**src/rtl/cmp_timer_pkg.sv**
```systemverilog
package cmp_timer_pkg;
  localparam logic [7:0] OFS_CMP  = 8'h00;
  localparam logic [7:0] OFS_CNT  = 8'h04;
  localparam logic [7:0] OFS_RUN  = 8'h10;
  localparam logic [7:0] OFS_GO   = 8'h14;
  localparam logic [7:0] OFS_HALT = 8'h18;
  localparam logic [7:0] OFS_CTRL = 8'h20;

  localparam int TRIG_BIT = 0;
  localparam int MODE_BIT = 1;

  typedef enum logic {
    MODE_PERIODIC = 1'b0,
    MODE_FREERUN  = 1'b1
  } mode_e;
endpackage

```
**src/rtl/cmp_timer_regs.sv**
```systemverilog
module cmp_timer_regs
  import cmp_timer_pkg::*;
#(
  parameter int ADDR_W = 8,
  parameter int DATA_W = 32,
  parameter int CNT_W  = 32
) (
  input  logic                clk,
  input  logic                rst_ni,
  input  logic [ADDR_W-1:0]   bus_addr,
  input  logic                bus_we,
  input  logic [DATA_W/8-1:0] bus_be,
  input  logic [DATA_W-1:0]   bus_wdata,
  input  logic [CNT_W-1:0]    cnt_i,
  input  logic                run_i,
  output logic [CNT_W-1:0]    cmp_o,
  output mode_e               mode_o,
  output logic                go_o,
  output logic                halt_o,
  output logic [DATA_W-1:0]   bus_rdata
);
  localparam int BE_W = DATA_W / 8;

  logic sel_cmp, sel_cnt, sel_run, sel_go, sel_halt, sel_ctrl;
  logic [DATA_W-1:0] lane_mask;
  logic [CNT_W-1:0]  cmp_q, cmp_d;
  mode_e             mode_q, mode_d;
  logic [DATA_W-1:0] rdata_q, rdata_d;
  logic              cmp_en, mode_en;

  assign sel_cmp  = (bus_addr == ADDR_W'(OFS_CMP));
  assign sel_cnt  = (bus_addr == ADDR_W'(OFS_CNT));
  assign sel_run  = (bus_addr == ADDR_W'(OFS_RUN));
  assign sel_go   = (bus_addr == ADDR_W'(OFS_GO));
  assign sel_halt = (bus_addr == ADDR_W'(OFS_HALT));
  assign sel_ctrl = (bus_addr == ADDR_W'(OFS_CTRL));

  for (genvar b = 0; b < BE_W; b++) begin : g_lane
    assign lane_mask[8*b +: 8] = {8{bus_be[b]}};
  end

  assign go_o   = bus_we && sel_go   && bus_be[0] && bus_wdata[TRIG_BIT];
  assign halt_o = bus_we && sel_halt && bus_be[0] && bus_wdata[TRIG_BIT];

  assign cmp_en  = bus_we && sel_cmp;
  assign mode_en = bus_we && sel_ctrl && bus_be[0];

  always_comb begin
    cmp_d  = (cmp_q & ~lane_mask[CNT_W-1:0]) |
             (bus_wdata[CNT_W-1:0] & lane_mask[CNT_W-1:0]);
    mode_d = mode_e'(bus_wdata[MODE_BIT]);
  end

  always_comb begin
    rdata_d = '0;
    if (sel_cmp)  rdata_d[CNT_W-1:0]  = cmp_q;
    if (sel_cnt)  rdata_d[CNT_W-1:0]  = cnt_i;
    if (sel_run)  rdata_d[TRIG_BIT]   = run_i;
    if (sel_ctrl) rdata_d[MODE_BIT]   = mode_q;
  end

  always_ff @(posedge clk or negedge rst_ni) begin
    if (!rst_ni) begin
      cmp_q   <= '0;
      mode_q  <= MODE_PERIODIC;
      rdata_q <= '0;
    end else begin
      if (cmp_en)  cmp_q  <= cmp_d;
      if (mode_en) mode_q <= mode_d;
      rdata_q <= rdata_d;
    end
  end

  assign cmp_o     = cmp_q;
  assign mode_o    = mode_q;
  assign bus_rdata = rdata_q;

  // compare changes only through its own offset
  a_r2_cmp_own_offset: assert property (@(posedge clk) disable iff (!rst_ni)
    !(bus_we && sel_cmp) |=> $stable(cmp_q));

  // status read carries nothing above bit 0
  a_r5_status_upper_zero: assert property (@(posedge clk) disable iff (!rst_ni)
    sel_run |=> (bus_rdata[DATA_W-1:1] == '0));
endmodule

```
**src/rtl/cmp_timer_core.sv**
```systemverilog
module cmp_timer_core
  import cmp_timer_pkg::*;
#(
  parameter int CNT_W = 32
) (
  input  logic             clk,
  input  logic             rst_ni,
  input  logic             go_i,
  input  logic             halt_i,
  input  mode_e            mode_i,
  input  logic [CNT_W-1:0] cmp_i,
  output logic [CNT_W-1:0] cnt_o,
  output logic             run_o,
  output logic             irq_o
);
  logic [CNT_W-1:0] cnt_q, cnt_d;
  logic             run_q, run_d;
  logic             match;

  assign match = (cnt_q == cmp_i);

  always_comb begin
    run_d = run_q;
    cnt_d = cnt_q;
    if (go_i) begin
      run_d = 1'b1;
      cnt_d = '0;
    end else if (halt_i) begin
      run_d = 1'b0;
    end else if (run_q) begin
      if (mode_i == MODE_PERIODIC && match) cnt_d = '0;
      else                                  cnt_d = cnt_q + 1'b1;
    end
  end

  always_ff @(posedge clk or negedge rst_ni) begin
    if (!rst_ni) begin
      cnt_q <= '0;
      run_q <= 1'b0;
    end else begin
      cnt_q <= cnt_d;
      run_q <= run_d;
    end
  end

  assign cnt_o = cnt_q;
  assign run_o = run_q;
  assign irq_o = run_q && match;

  // start yields a running channel at count zero
  a_r4_go_zero: assert property (@(posedge clk) disable iff (!rst_ni)
    go_i |=> (run_q && cnt_q == '0));

  // stop without start leaves the channel idle
  a_r5_halt_idle: assert property (@(posedge clk) disable iff (!rst_ni)
    (halt_i && !go_i) |=> !run_q);

  // periodic reload after the compare tick
  a_r6_periodic_reload: assert property (@(posedge clk) disable iff (!rst_ni)
    (run_q && !go_i && !halt_i && mode_i == MODE_PERIODIC && cnt_q == cmp_i)
      |=> (cnt_q == '0));

  // free-running step of one per tick
  a_r7_freerun_step: assert property (@(posedge clk) disable iff (!rst_ni)
    (run_q && !go_i && !halt_i && mode_i == MODE_FREERUN)
      |=> (cnt_q == CNT_W'($past(cnt_q) + 1'b1)));

  // stopped count stays put
  a_r9_hold: assert property (@(posedge clk) disable iff (!rst_ni)
    (!run_q && !go_i) |=> $stable(cnt_q));
endmodule

```
**src/rtl/cmp_timer_chan.sv**
```systemverilog
module cmp_timer_chan
  import cmp_timer_pkg::*;
#(
  parameter int ADDR_W = 8,
  parameter int DATA_W = 32,
  parameter int CNT_W  = 32
) (
  input  logic                clk,
  input  logic                rst_n,
  input  logic [ADDR_W-1:0]   bus_addr,
  input  logic                bus_we,
  input  logic [DATA_W/8-1:0] bus_be,
  input  logic [DATA_W-1:0]   bus_wdata,
  output logic [DATA_W-1:0]   bus_rdata,
  output logic                irq_o
);
  logic [1:0]       rsync_q;
  logic             rst_sync_n;
  logic [CNT_W-1:0] cmp_w, cnt_w;
  mode_e            mode_w;
  logic             go_w, halt_w, run_w;

  always_ff @(posedge clk or negedge rst_n) begin
    if (!rst_n) rsync_q <= '0;
    else        rsync_q <= {rsync_q[0], 1'b1};
  end
  assign rst_sync_n = rsync_q[1];

  cmp_timer_regs #(
    .ADDR_W(ADDR_W), .DATA_W(DATA_W), .CNT_W(CNT_W)
  ) u_regs (
    .clk(clk), .rst_ni(rst_sync_n),
    .bus_addr(bus_addr), .bus_we(bus_we), .bus_be(bus_be),
    .bus_wdata(bus_wdata), .cnt_i(cnt_w), .run_i(run_w),
    .cmp_o(cmp_w), .mode_o(mode_w), .go_o(go_w), .halt_o(halt_w),
    .bus_rdata(bus_rdata)
  );

  cmp_timer_core #(.CNT_W(CNT_W)) u_core (
    .clk(clk), .rst_ni(rst_sync_n),
    .go_i(go_w), .halt_i(halt_w), .mode_i(mode_w), .cmp_i(cmp_w),
    .cnt_o(cnt_w), .run_o(run_w), .irq_o(irq_o)
  );

  // no event pulse while stopped, seen at the port
  a_r8_quiet_stopped: assert property (@(posedge clk) disable iff (!rst_sync_n)
    (halt_w && !go_w) |=> !irq_o);
endmodule

```
**config.mk**
```make
export PLATFORM = sky130hd
export DESIGN_NAME = cmp_timer_chan
export DESIGN_NICKNAME = d
export VERILOG_FILES = /design/src/rtl/cmp_timer_pkg.sv /design/src/rtl/cmp_timer_regs.sv /design/src/rtl/cmp_timer_core.sv /design/src/rtl/cmp_timer_chan.sv
export SDC_FILE = /design/constraint.sdc
export NUM_CORES = 1
export LEC_CHECK = 0
export ABC_AREA = 1
export BUFFER_PORTS_ARGS = -buffer_cell sky130_fd_sc_hd__buf_2
export CAP_MARGIN = 15
export CORE_MARGIN = 2
export CORE_UTILIZATION = 35
export DETAILED_ROUTE_END_ITERATION = 16
export PLACE_DENSITY_LB_ADDON = 0.25
export SLEW_MARGIN = 20
export SYNTH_ARGS = -nofsm -noshare
export SYNTH_HDL_FRONTEND = slang
export SYNTH_SLANG_ARGS = --single-unit
export TNS_END_PERCENT = 20
```
**constraint.sdc**
```tcl
create_clock -name clk -period 3.95 [get_ports clk]
set_input_delay 0.79 -clock clk [delete_from_list [all_inputs] [get_ports clk]]
set_output_delay 0.79 -clock clk [all_outputs]
set_load 0.005 [all_outputs]
```
==> metrics.md <==
| Metric | Value |
|---|---|
| Status | completed |
| Met3 usage | 0.0256 |
| Starting DRC count in detailed routing | 301 |
| Gpl congestion | 0.902 |
| Crit-path leading delay family | simple AND/OR/NAND/NOR gates |
| Min Tclk post-route | 2710 ps |
| Final-report hold violation count | 0 |
| Worst Path Arrival | 1920 ps |
| Number of global-route vias before repair | 4602 |
| Mapped Area | 0.00548 mm^2 |
| Unrepaired setup endpoints after global routing | false |
| H-tree depth | 3 |
| IO Pins | 80 |
| Total number of vias | 4792 |
| Post-CTS setup buffer count | 0 |
| Synthesis Warnings | 0 |
| Post-cts sizing count | 0 |
| GR Util All Layers | 0.179 |
| Worst path depth | 9 |
| Slowest cell on crit path | dfrtp_1 |
| Crit-path most repeated cell | nand2_1 |
| TritonCTS Buffers | 9 |
| GRT Residual Overflow | 0 |
| Port Buffer Count | 79 |
| Final Setup Violations | 0 |
| Reg2Reg Depth | 10 |
| Crit path buf inv count | 2 |
| Die ar. | 0.0167 mm^2 |
| Setup TNS | 0 ps |
| Synth Flop Type | dfrtp_1 |
| Die H | 129 um |
| Skew-Pair Late Insertion Delay | 350 ps |
| Post-synthesis sequential element count | 100 |
| Highest ir drop seen on vdd | 0.181 mV |
| Sink Count | 100 |
| Initial antenna violation count | 0 |
| Routed WL per cell | 13.6 um |
| Post-Place Setup Slack | 1100 ps |
| Worst Setup End Kind | output pin |
| Power per cell area | 327 mW/mm^2 |
| R2r setup slk | 1870 ps |
| Layout area overhead | 15.8% |
| Final period util | 0.687 |
| Final Skew | 7.30 ps |
| Die width | 129 um |
| Pin count of the biggest net entering global routing | 74 |
| First-pass GRT wire length | 23.3 mm |
| Final setup margin | 1240 ps |
| FFs w/ async S/R, synth | 1.00 |
| Crit-path max FO | 4 |
| EDFF count, synth | 0 |
| Antenna diode count | 0 |
| Final ANT Viol Nets | 0 |
| Register area share after synthesis | 0.457 |
| Cts hold-fix bufs | 0 |
| Max incr delay on CP | 430 ps |
| Root Buffer | clkbuf_16 |
| First-pass DRT Iterations | 4 |
| Hold Path Class | input pin to asynchronous set/reset pin |
| Reg-to-Reg Start | u_core.cnt_o[0]$_DFFE_PN0P_ |
| Global routing usage on met2 | 0.275 |
| Synthesized Nets | 804 |
| Vias per std cell | 4.60 |
| Static Leak | 3.17 nW |
| Crit Reg-Reg Endpoint | u_core.cnt_o[28]$_DFFE_PN0P_ |
| Critical path type | register to output pin |
| Grt met1 use | 0.256 |
| Distinct cell type count after synthesis | 30 |
| Top Usage Layer GRT | met2 |
| WP data required | 3160 ps |
| Clock Pin Slew Worst Setup and Hold Paths | 70 ps |
| Fmax | 0.369 GHz |
| Max-cap violations | 0 |
| Synthesized area per cell | 7.25 um^2 |
| Max-slew violation count | 0 |
| Relative max-transition margin | 0.375 |
| Core region area | 0.0153 mm^2 |
| Hpwl dp | 10.1 mm |
| Layout cells sized above 1 | 0.145 |
| Post-Syn Instances | 756 |
| TritonCTS clock tree | done |
| Worst path cell trace | inv_1 > nand2_1 > nand2_1 > nand2_1 > nor2_1 > nand2_1 > nor2_1 > and3_1 > buf_2 |
| Total wire length | 14.2 mm |
| Starting Density | 0.359 |
| Startpoint types | register |
| # DRC | 0 |
| Slew @ Worst Pin | 938 ps |
| Bufs on Longest Clock Path | 2 |
| Row count | 45 |
| Number of nets in the layout | 873 |
## power breakdown
part | internal (mW) | switching [mW] | leakage, nW
Clock | 0.527 | 0.369 | 0.144
Combinational | 0.0450 | 0.0596 | 1.73
Sequential | 1.04 | 0.0348 | 1.30
Total | 1.61 | 0.463 | 3.17
## cells in the final DEF, fill, tap and decap left out, types with 5 or more instances in the layout
master / synthesis / final
nand2_1: 292 / 292
nor2_1: 105 / 105
dfrtp_1: 100 / 99
buf_2: 12 / 79
inv_1: 70 / 70
nand3_1: 45 / 45
o32ai_1: 18 / 18
xnor2_1: 18 / 18
a21oi_1: 17 / 17
o21ai_0: 14 / 14
xor2_1: 14 / 14
clkbuf_16: 0 / 9
nor3_1: 5 / 5
nor2_2: 5 / 5
buf_4: 0 / 5
## per-stage QoR
stage,utilization,power (mW),cell area (um^2),hold WS (ps),std cells
6_report,0.416,2.08,6350,217,1041
5_1_grt,0.416,2.16,6350,214,1041
4_1_cts,0.416,2.10,6350,205,1041
3_5_place_dp,0.397,1.20,6050,338,1025
3_3_place_gp,0.397,1.20,6050,335,1025
2_1_floorplan,-,1.15,5480,331,756
## kinds of logic after synthesis
logic type / Yosys count / synth area share
compound gates: 56 / 0.0667
buf+inv: 100 / 0.0760
simple gates: 466 / 0.347
fa+ha+maj: 1 / 0.00228
other cells: 1 / 0.000684
flops: 100 / 0.457
xor+xnor: 32 / 0.0511
## worst max path at each step
| stage | end | slack, ps | startpoint |
|---|---|---|---|
| final | irq_o | 1240 | u_core.cnt_o[29]$_DFFE_PN0P_ |
| after detailed placement | register | 1100 | bus_addr[6] |
| after global routing | irq_o | 1160 | u_core.cnt_o[29]$_DFFE_PN0P_ |
| after global placement | register | 1190 | bus_addr[6] |
| after floorplan | asynchronous set/reset pin | 960 | rsync_q[1]$_DFF_PN0_ |
| after CTS | irq_o | 1250 | u_core.cnt_o[29]$_DFFE_PN0P_ |
## layout make-up
class / count / area, um^2
well taps: 211 / 264
clock buffers: 15 / 268
multi-input cells: 556 / 2570
inverters: 74 / 278
fillers: 1624 / 8910
clock inverters: 1 / 30.0
flip-flops and latches: 100 / 2510
repair buffers: 84 / 433
## metal layers
layer,up-vias,wire length [um],share of wire
met5,-,0,0
met4,0,311,0.022
met3,16,576,0.041
met2,75,6270,0.44
met1,2223,7030,0.50
li1,2478,-,-
## cells in the mapped netlist (4+ instances only)
library cell	count	area, um^2
nand2_1	292	1100
nor2_1	105	394
dfrtp_1	100	2500
inv_1	70	263
nand3_1	45	225
o32ai_1	18	158
xnor2_1	18	158
a21oi_1	17	85.1
o21ai_0	14	70.1
xor2_1	14	123
buf_2	12	60.1
clkbuf_1	8	30.0
nor2_2	5	31.3
nor3_1	5	25.0
a21oi_2	4	35.0
inv_2	4	15.0
nor2_4	4	45.0
(Power assumes the default switching activity.)
